==> src/rtl/rsc_pkg.sv <==
package rsc_pkg;
  typedef logic [31:0] word_t;

  localparam int unsigned POR_BIT  = 31;
  localparam int unsigned SPOR_BIT = 30;
  localparam int unsigned SXIR_BIT = 29;
  localparam int unsigned BPOR_BIT = 28;
  localparam int unsigned BXIR_BIT = 27;

  localparam word_t IMPL_MASK = 32'hF800_0000;
  localparam word_t W1C_MASK  = 32'h9800_0000;
  localparam word_t W1S_MASK  = 32'h6000_0000;
  localparam word_t POR_ONLY  = 32'h8000_0000;
endpackage

==> src/rtl/rsc_decode.sv <==
module rsc_decode #(
  parameter int unsigned ADDR_W     = 16,
  parameter logic [ADDR_W-1:0] REG_OFFSET = 16'hF024
) (
  input  logic [ADDR_W-1:0] addr_i,
  input  logic              we_i,
  input  logic              sys_rst_i,
  output logic              hit_o,
  output logic              wr_o
);
  assign hit_o = (addr_i == REG_OFFSET);
  // writes are dropped while the platform applies a reset
  assign wr_o  = we_i && hit_o && !sys_rst_i;
endmodule

==> src/rtl/rsc_por_track.sv <==
module rsc_por_track #(
  parameter int unsigned CNT_W = 2
) (
  input  logic clk_i,
  input  logic rst_ni,
  input  logic clr_i,
  input  logic inc_i,
  output logic first_o
);
  localparam logic [CNT_W-1:0] CNT_MAX = {CNT_W{1'b1}};

  logic [CNT_W-1:0] cnt_q;

  always_ff @(posedge clk_i or negedge rst_ni) begin
    if (!rst_ni)                      cnt_q <= '0;
    else if (clr_i)                   cnt_q <= '0;
    else if (inc_i && cnt_q != CNT_MAX) cnt_q <= cnt_q + 1'b1;
  end

  assign first_o = (cnt_q == '0);


  cnt_sat_chk: assert property (@(posedge clk_i) disable iff (!rst_ni)
    inc_i && !clr_i && cnt_q == CNT_MAX |=> cnt_q == CNT_MAX);

  cnt_clr_chk: assert property (@(posedge clk_i) disable iff (!rst_ni)
    clr_i |=> first_o);
endmodule

==> src/rtl/rsc_status.sv <==
module rsc_status
  import rsc_pkg::*;
(
  input  logic  clk_i,
  input  logic  rst_ni,
  input  logic  wr_i,
  input  word_t wdata_i,
  input  logic  load_por_i,
  input  logic  bpor_i,
  input  logic  bxir_i,
  output word_t status_o,
  output logic  soft_por_o,
  output logic  req_o
);
  word_t status_q, status_d, wv;
  logic  req_q;

  assign wv         = wdata_i & IMPL_MASK;
  assign soft_por_o = wr_i && wv[SPOR_BIT];

  always_comb begin
    status_d = status_q;
    if (load_por_i) status_d = POR_ONLY;
    else if (wr_i)  status_d = (status_q & ~(wv & W1C_MASK)) | (wv & W1S_MASK);
    // hardware set wins over a same-cycle clear
    if (bpor_i) status_d[BPOR_BIT] = 1'b1;
    if (bxir_i) status_d[BXIR_BIT] = 1'b1;
  end

  always_ff @(posedge clk_i or negedge rst_ni) begin
    if (!rst_ni) begin
      status_q <= '0;
      req_q    <= 1'b0;
    end else begin
      status_q <= status_d;
      req_q    <= wr_i && (wv[SPOR_BIT] || wv[SXIR_BIT]);
    end
  end

  assign status_o = status_q;
  assign req_o    = req_q;


  unimpl_zero_chk: assert property (@(posedge clk_i) disable iff (!rst_ni)
    (status_q & ~IMPL_MASK) == '0);

  por_load_chk: assert property (@(posedge clk_i) disable iff (!rst_ni)
    load_por_i && !bpor_i && !bxir_i |=> status_q == POR_ONLY);

  w1c_por_chk: assert property (@(posedge clk_i) disable iff (!rst_ni)
    wr_i && !load_por_i && wdata_i[POR_BIT] |=> !status_q[POR_BIT]);

  btn_set_chk: assert property (@(posedge clk_i) disable iff (!rst_ni)
    bpor_i |=> status_q[BPOR_BIT]);

  req_src_chk: assert property (@(posedge clk_i) disable iff (!rst_ni)
    req_q |-> $past(wr_i && (wdata_i[SPOR_BIT] || wdata_i[SXIR_BIT])));
endmodule

==> src/rtl/rst_cause_reg.sv <==
module rst_cause_reg
  import rsc_pkg::*;
#(
  parameter int unsigned ADDR_W     = 16,
  parameter logic [ADDR_W-1:0] REG_OFFSET = 16'hF024,
  parameter int unsigned CNT_W      = 2
) (
  input  logic              clk_i,
  input  logic              rst_ni,
  input  logic [ADDR_W-1:0] addr_i,
  input  logic              we_i,
  input  logic [31:0]       wdata_i,
  output logic [31:0]       rdata_o,
  input  logic              sys_rst_i,
  input  logic              btn_por_i,
  input  logic              btn_xir_i,
  output logic              sys_rst_req_o
);
  logic  hit, wr, first, soft_por;
  word_t status;

  rsc_decode #(.ADDR_W(ADDR_W), .REG_OFFSET(REG_OFFSET)) u_decode (
    .addr_i    (addr_i),
    .we_i      (we_i),
    .sys_rst_i (sys_rst_i),
    .hit_o     (hit),
    .wr_o      (wr)
  );

  rsc_por_track #(.CNT_W(CNT_W)) u_track (
    .clk_i   (clk_i),
    .rst_ni  (rst_ni),
    .clr_i   (soft_por),
    .inc_i   (sys_rst_i),
    .first_o (first)
  );

  rsc_status u_status (
    .clk_i      (clk_i),
    .rst_ni     (rst_ni),
    .wr_i       (wr),
    .wdata_i    (wdata_i),
    .load_por_i (sys_rst_i && first),
    .bpor_i     (btn_por_i),
    .bxir_i     (btn_xir_i),
    .status_o   (status),
    .soft_por_o (soft_por),
    .req_o      (sys_rst_req_o)
  );

  assign rdata_o = hit ? status : '0;


  later_rst_chk: assert property (@(posedge clk_i) disable iff (!rst_ni)
    sys_rst_i && !first && !btn_por_i && !btn_xir_i |=> $stable(status));

  rst_wr_drop_chk: assert property (@(posedge clk_i) disable iff (!rst_ni)
    sys_rst_i && !first && !btn_por_i && !btn_xir_i && we_i |=> $stable(status));

  miss_zero_chk: assert property (@(posedge clk_i) disable iff (!rst_ni)
    addr_i != REG_OFFSET |-> rdata_o == '0);
endmodule

==> config.mk <==
export PLATFORM = sky130hd
export DESIGN_NAME = rst_cause_reg
export DESIGN_NICKNAME = d
export VERILOG_FILES = /design/src/rtl/rsc_pkg.sv /design/src/rtl/rsc_decode.sv /design/src/rtl/rsc_por_track.sv /design/src/rtl/rsc_status.sv /design/src/rtl/rst_cause_reg.sv
export SDC_FILE = /design/constraint.sdc
export NUM_CORES = 1
export LEC_CHECK = 0
export BUFFER_PORTS_ARGS = -buffer_cell sky130_fd_sc_hd__buf_2
export CORE_MARGIN = 2
export CORE_UTILIZATION = 34
export CTS_BUF_LIST = sky130_fd_sc_hd__clkbuf_16
export DETAILED_ROUTE_END_ITERATION = 10
export PLACE_DENSITY_LB_ADDON = 0.3
export SETUP_SLACK_MARGIN = 0.15
export SYNTH_ARGS = -nofsm -noshare
export SYNTH_HDL_FRONTEND = slang
export SYNTH_SLANG_ARGS = --single-unit
==> constraint.sdc <==
create_clock -name clk_i -period 1.99 [get_ports clk_i]
set_clock_uncertainty 0.05 [all_clocks]
set_input_delay 0.0995 -clock clk_i [delete_from_list [all_inputs] [get_ports clk_i]]
set_output_delay 0.0995 -clock clk_i [all_outputs]
set_load 0.03 [all_outputs]
# == Yosys cells after proc, flatten, opt, wreduce, memory -nomap -nowiden ==
# Cells that the tools add are included.
# word_totals
wordCells,31
inputBits,54
output_inout_bits,33
regBits,35
# op_classes
eq_ne,2
n_addsub,1
reduce_logical,13
bitwise_logic,3
n_mux,7
# ops
operator,count
$mux W32,3
$and A32 B32 Y32,1
$not A32 Y32,1
$or A32 B31 Y32,1
$eq A16 B16 Y1 const B,1
$logic_and A1 B1 Y1,6
$reduce_bool A3 Y1,2
$mux W2,2
$reduce_bool A2 Y1,2
$add A2 B1 Y2 const B,1
$logic_not A2 Y1,1
$mux W1,2
$ne A2 B2 Y1 const B,1
$logic_not A1 Y1,1
$logic_or A1 B1 Y1,1

# == Longest topological paths before layout ==
# Gate-level depths: netlist of run 1.
# depth
word_depth,6
mapped_depth,5

# == Modules after synthesis ==
# A second synthesis of run 1 with hierarchy kept.
# hier_totals
cells_unflattened,102
hier_area_um2,889.6
# modules_own_cells
module,area_each_um2,instances,cells_each
rsc_status,429.2,1,46
rst_cause_reg,261.5,1,36
rsc_por_track,140.1,1,12
rsc_decode,58.8,1,8

# == Worst setup path after synthesis of run 1 ==
# No wires, ideal clock.
# synth_path
kind,input port to output port
startpoint,in addr_i[9]
endpoint,out rdata_o[27]
setup_slack_ns,0.465
t_arrival_ns,1.376
n_path_buf,1
cell_stages,4
path_cell_list,or4b_4 nor4_4 buf_6 and2_2
# synth_between
elab_chain_cells,2
# synth_lines
item,line,text
start: declaration,rst_cause_reg.sv:10,"input logic [ADDR_W-1:0] addr_i,"
$eq A16 B16 Y1,rsc_decode.sv:11,assign hit_o = (addr_i == REG_OFFSET);
$mux W32,rst_cause_reg.sv:51,assign rdata_o = hit ? status : '0;
end: declaration,rst_cause_reg.sv:13,"output logic [31:0] rdata_o,"
# Every way passes these cells.

# == Final worst setup path of run 1 ==
# layout_path
startpoint,in addr_i[1]
endpoint,out rdata_o[30]
# The elaborated chain is that of the path after synthesis.

==> summary.md, run 1 <==
| Metric | Value |
|---|---|
| Max clock buf depth | 2 |
| Root Buffer | clkbuf_16 |
| Top-area cell type share of the netlist area | 29.89% |
| CTS tree | built |
| CP Max Fanout | 8 |
| Ys Warns | 0 |
| Length in cells of the worst reg-to-reg path | 4 |
| Number of routed nets with antenna violations | 0 |
| Vias per std cell | 4.030 |
| Psw | 223.8 uW |
| Largest net degree at the start of global routing | 10 |
| GP Congestion | 0.7123 |
| CTS Buf Count | 3 |
| Avg Synthesized Cell Area | 9.688 sq um |
| Core box area | 1922 sq um |
| Register share of total power | 28.8% |
| R2r startpoint | u_track.cnt_q[0]$_DFFE_PN0P_ |
| Final Critical Period | 1.729 ns |
| Initial antenna violation count | 0 |
| Worst path arrival time | 1.58 ns |
| Worst hold start | wdata_i[31] |
| Setup TNS Final | 0 ns |
| Starting Density | 35.29% |
| Max-slew headroom | 61.61% |
| Sequential fraction of the synthesis area | 29.52% |
| Hold endpoint | u_status.status_o[31]$_DFFE_PN0P_ |
| Synth area leader | buf_4 |
| Outcome | finished, final reports clean |
| Mapped cell area | 678.2 sq um |
| # IOs | 87 |
| GRT Residual Overflow | 0 |
| Fmax | 578.3 MHz |
| H-tree levels | 1 |
| Number of remaining DRC errors | 0 |
| Die Area | 2368 sq um |
| MaxCap Viol Count | 0 |
| Yosys cell types | 22 |
| Post-layout nets | 164 |
| All-Layer GR Usage | 10.54% |
| Req. time, crit path | 1.84 ns |
| PD cells | 878.6 nW/um^2 |
| Reg2Reg Setup Slack | 0.69 ns |
| Actual slew at the worst max-slew pin | 0.5747 ns |
| Final hold vios | 0 |
| Detailed-route wire length | 1199 microns |
| Mapped Cells | 70 |
| Startpoint Class | input port |
| 1st-pass router iterations | 4 |
| Pins Over Slew Limit | 0 |
| P_leak | 0.4895 nW |
| Clock Sinks | 8 |
| Diode count | 0 |
| Clock power share | 42.9% |
| #FFs+latches synth | 8 |
| Row count | 16 |
| Pre-CTS setup slack | 0.1765 ns |
| Worst setup EP type | output pin |
| Share of post-route cells with drive strength above 1 | 42.45% |
| IO Port Bufs | 32 |
| Worst VDD drop | 0.0003766 V |
| Area contributors post-synth | buf_4, dfrtp_1, and2_2 |
| Worst skew pair latency | 0.23 ns |
| Tcrit/Tclk final | 86.90% |
| Crit path kind | input port to output pin |
| Iteration-0 DRC Markers | 3 |
| Worst R2R End | u_track.cnt_q[1]$_DFFE_PN0P_ |
| Die height | 48.66 microns |
| Int Power | 531.4 uW |
| Sw frac | 29.64% |
| RSZ-0062 raised after global routing | false |
| Worst hold stages | 2 |
| HP Class | input port to flip-flop |
| WL per Instance | 9.015 microns |
| Worst Slack Setup Final | 0.2608 ns |
| First-pass GRT wire length | 1897 microns |
| Hpwl dp | 1039 microns |
| Number of global-route vias before repair | 469 |
| Chip width | 48.66 microns |
| # setup viols final | 0 |
| Layout fillers | 199 |
| Combinational power share | 28.2% |
| Syn-to-layout area delta | 26.75% |
| DR vias | 536 |
| Clock transition at path regs | 0.03 ns |
## per-layer routing
metal / up-vias / track usage [%] / routed length (microns)
met5: - / 0 / 0
met4: 0 / 4.286 / 0
met3: 0 / 4.012 / 145
met2: 37 / 18.26 / 606
met1: 242 / 11.48 / 447
li1: 257 / - / -
## layout make-up
cell class,count,area [sq um],share of cell area (%)
multi-input combinational,55,342.8,39.88
inverter,4,15.01,1.747
tap,27,33.78,3.930
sequential,8,200.2,23.29
timing repair buffer,36,192.7,22.42
clock buffer,3,75.07,8.734
## flip-flops by register name (all words and copies together) (netlist names)
name               count
u_track.cnt_q          2
u_status.req_o         1
u_status.status_o      5
## power groups by stage
stage	Sequential [mW]	Clock [mW]	Combinational, mW
floorplan	0.215	0	0.206
global placement	0.217	0	0.207
detailed placement	0.220	0	0.214
CTS	0.218	0.328	0.217
global route	0.223	0.339	0.239
finish	0.218	0.324	0.213
## synthesized netlist by cell type
cell type / count
a31oi_1: 3
dfrtp_1: 8
o211a_1: 1
nand4bb_1: 1
xnor2_1: 1
and2_2: 5
a41oi_1: 2
clkbuf_1: 1
nor2b_1: 2
ha_1: 2
or4b_4: 1
buf_6: 1
buf_4: 27
nand4b_1: 1
or4_1: 1
a32o_1: 2
inv_1: 4
a21oi_1: 3
nand2_1: 1
nor4_4: 1
mux2i_1: 1
conb_1: 1
## metrics by stage
| stage | total power [mW] | cell area [sq um] | std cells | hold WS [ns] | util (%) |
|---|---|---|---|---|---|
| 2_1_floorplan | 0.4208 | 775.7 | 96 | -0.2461 | - |
| 3_3_place_gp | 0.4235 | 767.0 | 128 | -0.1002 | 39.91 |
| 3_5_place_dp | 0.4338 | 767.0 | 128 | -0.09941 | 39.91 |
| 4_1_cts | 0.7626 | 852.1 | 132 | 0.001022 | 44.34 |
| 5_1_grt | 0.8013 | 859.6 | 133 | 0.02545 | 44.73 |
| 6_report | 0.7552 | 859.6 | 133 | 0.001539 | 44.73 |
## logic make-up after synthesis
logic type	Yosys count	share of synthesized area, %
buf+inv	33	34.32
simple gates	13	17.16
compound gates	11	11.99
flops	8	29.52
fa+ha+maj	2	3.689
other cells	1	0.5530
xor+xnor	1	1.292
mux	1	1.476
## worst max path at each step
stage	depth (start not counted)	slack, ns	endpoint	start
floorplan	4	0.46	rdata_o[27]	addr_i[9]
global placement	5	0.19	rdata_o[30]	addr_i[9]
detailed placement	5	0.18	rdata_o[30]	addr_i[9]
CTS	5	0.18	rdata_o[30]	addr_i[9]
global route	6	0.22	rdata_o[30]	addr_i[1]
finish	6	0.26	rdata_o[30]	addr_i[1]
## cell usage in the layout (no fill, tap or decap), drive strengths merged, types with 2 or more instances in the layout
cell type  Yosys  final
clkbuf         1      3
a21oi          3      3
dfrtp          8      8
a41oi          2      2
nor2b          2      2
inv            4      4
and2           5      5
a31oi          3      3
buf           28     35
ha             2      2
a32o           2      2
conb           1     27
## timing repair
item                                    4_1_cts  5_1_grt
endpoints found under the hold margin         8        0
setup buffers                                 0        1
gates resized for setup                       0        0
hold buffers                                  1        0
endpoints found under the setup margin        0        5
## critical path: stages
cell and delay, ns:
buf_2 0.09, or4_1 0.56, nor4_4 0.30, buf_4 0.19
and2_2 0.15, buf_2 0.18
(Power assumes the default switching activity.)
==> inputs of run 2 (changes only) <==
--- a/config.mk
+++ b/config.mk
@@ -6,7 +6,8 @@
 export NUM_CORES = 1
 export LEC_CHECK = 0
+export ABC_AREA = 1
 export BUFFER_PORTS_ARGS = -buffer_cell sky130_fd_sc_hd__buf_2
 export CORE_MARGIN = 2
-export CORE_UTILIZATION = 34
+export CORE_UTILIZATION = 35
 export CTS_BUF_LIST = sky130_fd_sc_hd__clkbuf_16
 export DETAILED_ROUTE_END_ITERATION = 10
==> constraint.sdc (replaced) <==
create_clock -name clk_i -period 1.99 [get_ports clk_i]
set_clock_uncertainty 0.05 [all_clocks]
set_input_delay 0.398 -clock clk_i [delete_from_list [all_inputs] [get_ports clk_i]]
set_output_delay 0.398 -clock clk_i [all_outputs]
set_load 0.03 [all_outputs]
==> run 2 against run 1 <==
Net effect:
- sequential share of layout area fell by 1.9 points
- worst setup slack improved by 0.028 ns
- cell area grew 8.7%
- sequential power up 9%
- clock power increased by 2%
- die area is 6.6% higher
- fmax grew 1.7%
- core utilization up 2.4 points
- largest cell class unchanged
- largest power group unchanged
==> summary.md, run 2 <==
| Metric | Value |
|---|---|
| FFs w/ async S/R, synth | 100.0% (unchanged) |
| CP Cell Sequence | buf_2 > nor2_1 > nand2_1 > nor2_4 > nand2_2 > nor2_1 > clkbuf_4 |
| Number of synthesized flops with an enable pin | 0 (unchanged) |
| Final hold vios | 0 (unchanged) |
| H-tree levels | 1 (unchanged) |
| Share of post-route cells with drive strength above 1 | 29.17% (-13 points) |
| Crit-path slowest cell | clkbuf_4 |
| Startpoint Class | input port |
| Synth area leader | buf_4 |
| DR vias | 650 (+21%) |
| Clock Sinks | 8 (unchanged) |
| PD cells | 916.5 nW/um^2 (+4.3%) |
| Synth top cells by count | buf_4, inv_1, nand2_1, nor2_1, dfrtp_1 |
| IO Port Bufs | 32 (unchanged) |
| # IOs | 87 (unchanged) |
| Avg Synthesized Cell Area | 6.928 sq um (-28%) |
| #FFs+latches synth | 8 (unchanged) |
| Root Buffer | clkbuf_16 |
| Number of remaining DRC errors | 0 (unchanged) |
| Die Area | 2524 sq um (+6.6%) |
| All-Layer GR Usage | 11.52% (+0.99 points) |
| Most common cell after layout, fill and taps aside | buf_2 |
| Worst path arrival time | 1.25 ns (-0.33 ns) |
| Starting Density | 37.75% (+2.5 points) |
| CP Max Fanout | 5 (-3) |
| Die height | 50.24 microns (+3.2%) |
| Clock transition at path regs | 0.03 ns (about the same) |
| Yosys cell types | 16 (-27%) |
| Initial antenna violation count | 0 (unchanged) |
| Pins Over Slew Limit | 0 (unchanged) |
| Reg area | 200.2 sq um (unchanged) |
| Hold WS | 0.3020 ns (+0.3005 ns) |
| Tcrit/Tclk final | 85.47% (-1.4 points) |
| Outcome | finished, final reports clean |
| Max reg flops | 5 (unchanged) |
| Final Critical Period | 1.701 ns (-0.02837 ns) |
| GP Congestion | 0.6489 (-8.9%) |
| CP peak stage delay | 0.19 ns (-0.37 ns) |
| Diode count | 0 (unchanged) |
| CP dominant cell by count | nor2_1 |
| Ys Warns | 0 (unchanged) |
| Main synth FF type | dfrtp_1 |
| Most frequent cells in the layout | buf_2, conb_1, inv_1 |
| Worst setup EP type | output pin |
| Detailed-route wire length | 1293 microns (+7.8%) |
| Sequential fraction of the synthesis area | 26.76% (-2.8 points) |
| Worst VDD drop | 0.0004325 V (+15%) |
| Max clock buf depth | 2 (unchanged) |
| Area of the multi-input gates | 374.1 sq um (+9.1%) |
| Chip width | 50.24 microns (+3.2%) |
| Number of routed nets with antenna violations | 0 (unchanged) |
| First-pass GRT wire length | 2194 microns (+16%) |
| Post-layout nets | 202 (+23%) |
| Syn-to-layout area delta | 24.92% |
| Number of global-route vias before repair | 538 (+15%) |
| WL per Instance | 7.561 microns (-16%) |
| Core box area | 1982 sq um (+3.1%) |
| RSZ-0062 raised after global routing | false |
| CTS Buf Count | 3 (unchanged) |
| Hpwl dp | 1093 microns (+5.2%) |
| Top-area cell type share of the netlist area | 27.09% (-2.8 points) |
| CTS tree | built |
| Largest net degree at the start of global routing | 9 (-1) |
| Vias per std cell | 3.801 (-5.7%) |
| Crit path kind | input port to output pin |
| # setup viols final | 0 (unchanged) |
| Worst Path Buf+Inv | 2 (-1) |
| Fmax | 587.9 MHz (+1.7%) |
| 1st-pass router iterations | 4 (unchanged) |
| Iteration-0 DRC Markers | 7 (+4) |
| Area contributors post-synth | buf_4, dfrtp_1, inv_1 |
| Worst skew pair latency | 0.23 ns (about the same) |
| Row count | 16 (unchanged) |
| Mapped Cells | 108 (+54%) |
| MaxCap Viol Count | 0 (unchanged) |
| Layout fillers | 215 (+8.0%) |
| Req. time, crit path | 1.54 ns (-0.30 ns) |
| Most common cell in the netlist | buf_4 |
| GRT Residual Overflow | 0 (unchanged) |
| Mapped cell area | 748.2 sq um (+10%) |
| P_leak | 0.6012 nW (+23%) |
| Crit-path leading delay family | simple AND/OR/NAND/NOR gates |
| Setup TNS Final | 0 ns (unchanged) |
| HP Class | input port to flip-flop |
run 2: worst paths after layout:
path,to,cells past startpoint,from,slack [ns]
min in group asynchronous,u_status.req_o$_DFF_PN0_,2,rst_ni,0.49
hold / removal,u_status.status_o[28]$_DFFE_PN0P_,3,btn_por_i,0.30
setup / recovery,rdata_o[31],7,addr_i[11],0.29
hold reg to reg,u_status.status_o[31]$_DFFE_PN0P_,2,u_status.status_o[31]$_DFFE_PN0P_,0.41
max in group asynchronous,u_status.status_o[28]$_DFFE_PN0P_,2,rst_ni,1.23
setup reg to reg,u_status.status_o[29]$_DFFE_PN0P_,7,u_track.cnt_q[0]$_DFFE_PN0P_,0.74
run 2: layout make-up:
cell class / instances / share of cell area [%]
Multi-Input combinational cell: 80 / 40.03
Sequential cell: 8 / 21.42
Timing Repair Buffer: 34 / 19.28
Clock buffer: 3 / 8.032
Inverter: 19 / 7.631
Tap cell: 27 / 3.614
run 2: worst register-to-register path, delay by kind of cell (launching register included):
kind | cells | cell delay [ns]
buf+inv | 2 | 0.19
compound gates | 1 | 0.13
simple gates | 3 | 0.28
fa+ha+maj | 1 | 0.19
flops | 1 | 0.34
run 2: per-layer routing:
metal | up-vias | global-route usage, % | part of all wire [%]
met2 | 39 | 19.30 | 48
met5 | - | 0 | 0
met4 | 0 | 6.944 | 1.1
li1 | 337 | - | -
met1 | 272 | 12.64 | 39
met3 | 2 | 3.571 | 12
run 2: repair_timing:
item / in CTS / in global routing
endpoints found under the hold margin: 8 / 0
endpoints found under the setup margin: 0 / 5
setup buffers: 0 / 1
hold buffers: 1 / 0
gates resized for setup: 0 / 2
run 2: kinds of logic after synthesis:
family,synth area share [%]
buffers and inverters,36.62
xor gates and xnor gates,1.171
other,0.5012
adders and majority gates,3.344
and+or+nand+nor,28.93
DFF,26.76
AOI/OAI and AO/OA,2.674
run 2: power breakdown:
part / internal, mW / leakage, nW / switching (mW)
Sequential: 0.215 / 0.0904 / 0.0222
Clock: 0.258 / 0.0370 / 0.0719
Combinational: 0.0943 / 0.474 / 0.195
run 2: through the flow:
stage / cell area, sq um / setup WS, ns / util, % / cells / power [mW]
floorplan: 845.8 / 0.2641 / - / 134 / 0.5059
global placement: 837.1 / 0.1977 / 42.23 / 166 / 0.5177
detailed placement: 837.1 / 0.1774 / 42.23 / 166 / 0.5257
CTS: 922.1 / 0.1753 / 46.53 / 170 / 0.8662
global route: 934.6 / 0.1521 / 47.16 / 171 / 0.9336
finish: 934.6 / 0.2891 / 47.16 / 171 / 0.8566
==> inputs of run 3 (changes only) <==
Settings changed: GPL_TIMING_DRIVEN from default to 0, SLEW_MARGIN from default to 20.
Clock period 1.99 ns to 2 ns, I/O delays scaled along.
==> run 3 against run 2 <==
Net effect:
- sequential share of layout area is 3.8 points lower
- critical path type unchanged
- clock power rose by 3%
- highest routed layer unchanged
- cell area is 22% higher
- total power rose by 6.0%
==> summary.md, run 3 (synthesis gave the netlist of run 2 again) <==
| Metric | Value |
|---|---|
| Sw frac | 33.75% (about the same) |
| Most common cell after layout, fill and taps aside | buf_2 |
| Starting Density | 37.75% (unchanged) |
| Detailed-route wire length | 1491 microns (+15%) |
| Final hold vios | 0 (unchanged) |
| Worst setup EP type | output pin |
| Row count | 16 (unchanged) |
| Die height | 50.24 microns (unchanged) |
| Share of post-route cells with drive strength above 1 | 40.35% (+11 points) |
| Combinational power share | 36.6% (+2.8 points) |
| CP Max Fanout | 5 (unchanged) |
| Setup TNS Final | 0 ns (unchanged) |
| GP Congestion | 0.7232 (+11%) |
| Layout fillers | 184 (-14%) |
| Vias per std cell | 3.677 (-3.3%) |
| Tcrit/Tclk final | 86.65% |
| Largest net degree at the start of global routing | 9 (unchanged) |
| Fmax | 577.0 MHz |
| RSZ-0062 raised after global routing | false |
| Clock transition at path regs | 0.04 ns (about the same) |
| HP Class | input port to flip-flop |
| IO Port Bufs | 32 (unchanged) |
| Final Critical Period | 1.733 ns |
| CTS Buf Count | 3 (unchanged) |
| Core box area | 1982 sq um (unchanged) |
| Most frequent cells in the layout | buf_2, buf_4, conb_1 |
| CTS tree | built |
| Post-layout nets | 229 (+13%) |
| Outcome | finished, final reports clean |
| First-pass GRT wire length | 2490 microns (+13%) |
| Clock power share | 37.3% (-1.3 points) |
| Hpwl dp | 1279 microns (+17%) |
| Startpoint Class | input port |
| WL per Instance | 7.530 microns (-0.41%) |
| Psw | 306.4 uW (+6.0%) |
| Chip width | 50.24 microns (unchanged) |
| Number of global-route vias before repair | 635 (+18%) |
| Iteration-0 DRC Markers | 1 (-6) |
| All-Layer GR Usage | 13.22% (+1.7 points) |
| Initial antenna violation count | 0 (unchanged) |
| 1st-pass router iterations | 3 (-1) |
| Root Buffer | clkbuf_16 |
| R2r startpoint | u_track.cnt_q[0]$_DFFE_PN0P_ |
| MaxCap Viol Count | 0 (unchanged) |
| Worst skew pair latency | 0.23 ns (about the same) |
| Register share of total power | 26.1% (-1.6 points) |
| Diode count | 0 (unchanged) |
| P_leak | 0.7486 nW (+25%) |
| Max clock buf depth | 2 (unchanged) |
| Worst hold start | btn_por_i |
| Max reg flops | 5 (unchanged) |
| Worst hold stages | 3 (unchanged) |
| Number of routed nets with antenna violations | 0 (unchanged) |
| Int Power | 601.4 uW (+6.0%) |
| Hold endpoint | u_status.status_o[28]$_DFFE_PN0P_ |
| Worst VDD drop | 0.0005962 V (+38%) |
| Number of remaining DRC errors | 0 (unchanged) |
| # setup viols final | 0 (unchanged) |
| # IOs | 87 (unchanged) |
| Reg2Reg Setup Slack | 0.73 ns (about the same) |
| Syn-to-layout area delta | 52.01% |
| Final core occ | 57.39% (+10 points) |
| Req. time, crit path | 1.55 ns (about the same) |
| Clock Sinks | 8 (unchanged) |
| GRT Residual Overflow | 0 (unchanged) |
| Length in cells of the worst reg-to-reg path | 7 (unchanged) |
| H-tree levels | 1 (unchanged) |
| DR vias | 728 (+12%) |
| Worst R2R End | u_status.status_o[29]$_DFFE_PN0P_ |
| Die Area | 2524 sq um (unchanged) |
| Pins Over Slew Limit | 0 (unchanged) |
| PD cells | 798.2 nW/um^2 (-13%) |
| Crit path kind | input port to output pin |
| Worst path arrival time | 1.28 ns (+0.03 ns) |
run 3: how the worst max path moves through the flow:
stage	startpoint	to
5_1_grt	addr_i[9]	rdata_o[31]
4_1_cts	addr_i[9]	rdata_o[31]
3_3_place_gp	addr_i[7]	rdata_o[30]
2_1_floorplan	addr_i[5]	rdata_o[27]
6_report	addr_i[9]	rdata_o[31]
3_5_place_dp	addr_i[9]	rdata_o[31]
run 3: what timing repair did:
| item | in CTS | in global routing |
|---|---|---|
| resized for setup | 0 | 2 |
| endpoints found under the setup margin | 0 | 5 |
| buffers inserted | 0 | 1 |
| hold buffers | 1 | 0 |
| endpoints found under the hold margin | 8 | 0 |
run 3: routing by layer:
layer	global-route usage, %	vias up	wire length, microns
met3	2.976	3	168
met4	9.722	0	32
met2	23.68	35	765
met5	0	-	0
li1	-	390	-
met1	13.17	300	524
run 3: layout make-up:
cell class,count,area [sq um],share of cell area (%)
Tap cell,27,33.78,2.970
Sequential cell,8,200.2,17.60
Clock buffer,3,75.07,6.601
Buffer,27,202.7,17.82
Inverter,19,71.32,6.271
Timing Repair Buffer,34,180.2,15.84
Multi-Input combinational cell,80,374.1,32.89
run 3: through the flow:
| step | cell area [sq um] | setup slack, ns | cells | power, mW | hold WS [ns] |
|---|---|---|---|---|---|
| finish | 1137 | 0.2669 | 198 | 0.9078 | 0.2995 |
| global route | 1137 | 0.1738 | 198 | 0.9773 | 0.3200 |
| CTS | 1125 | 0.1791 | 197 | 0.9143 | 0.2993 |
| detailed placement | 1040 | 0.1905 | 193 | 0.5682 | 0.1994 |
| global placement | 1040 | 0.2134 | 193 | 0.5520 | 0.1965 |
| floorplan | 845.8 | 0.2701 | 134 | 0.5033 | 0.05441 |
run 3: critical path, stage by stage:
cell	delay, ns
buf_2	0.10
nor2_1	0.09
nand2_1	0.09
nor2_4	0.16
nand2_2	0.12
nor2_1	0.12
clkbuf_4	0.20
run 3: power by group through the flow:
stage                     Sequential (mW)  Clock (mW)  Combinational (mW)
after floorplan                     0.233           0               0.270
after global placement              0.235           0               0.317
after global routing                0.244       0.350               0.383
after CTS                           0.237       0.343               0.334
after detailed placement            0.239           0               0.329
final                               0.237       0.339               0.332
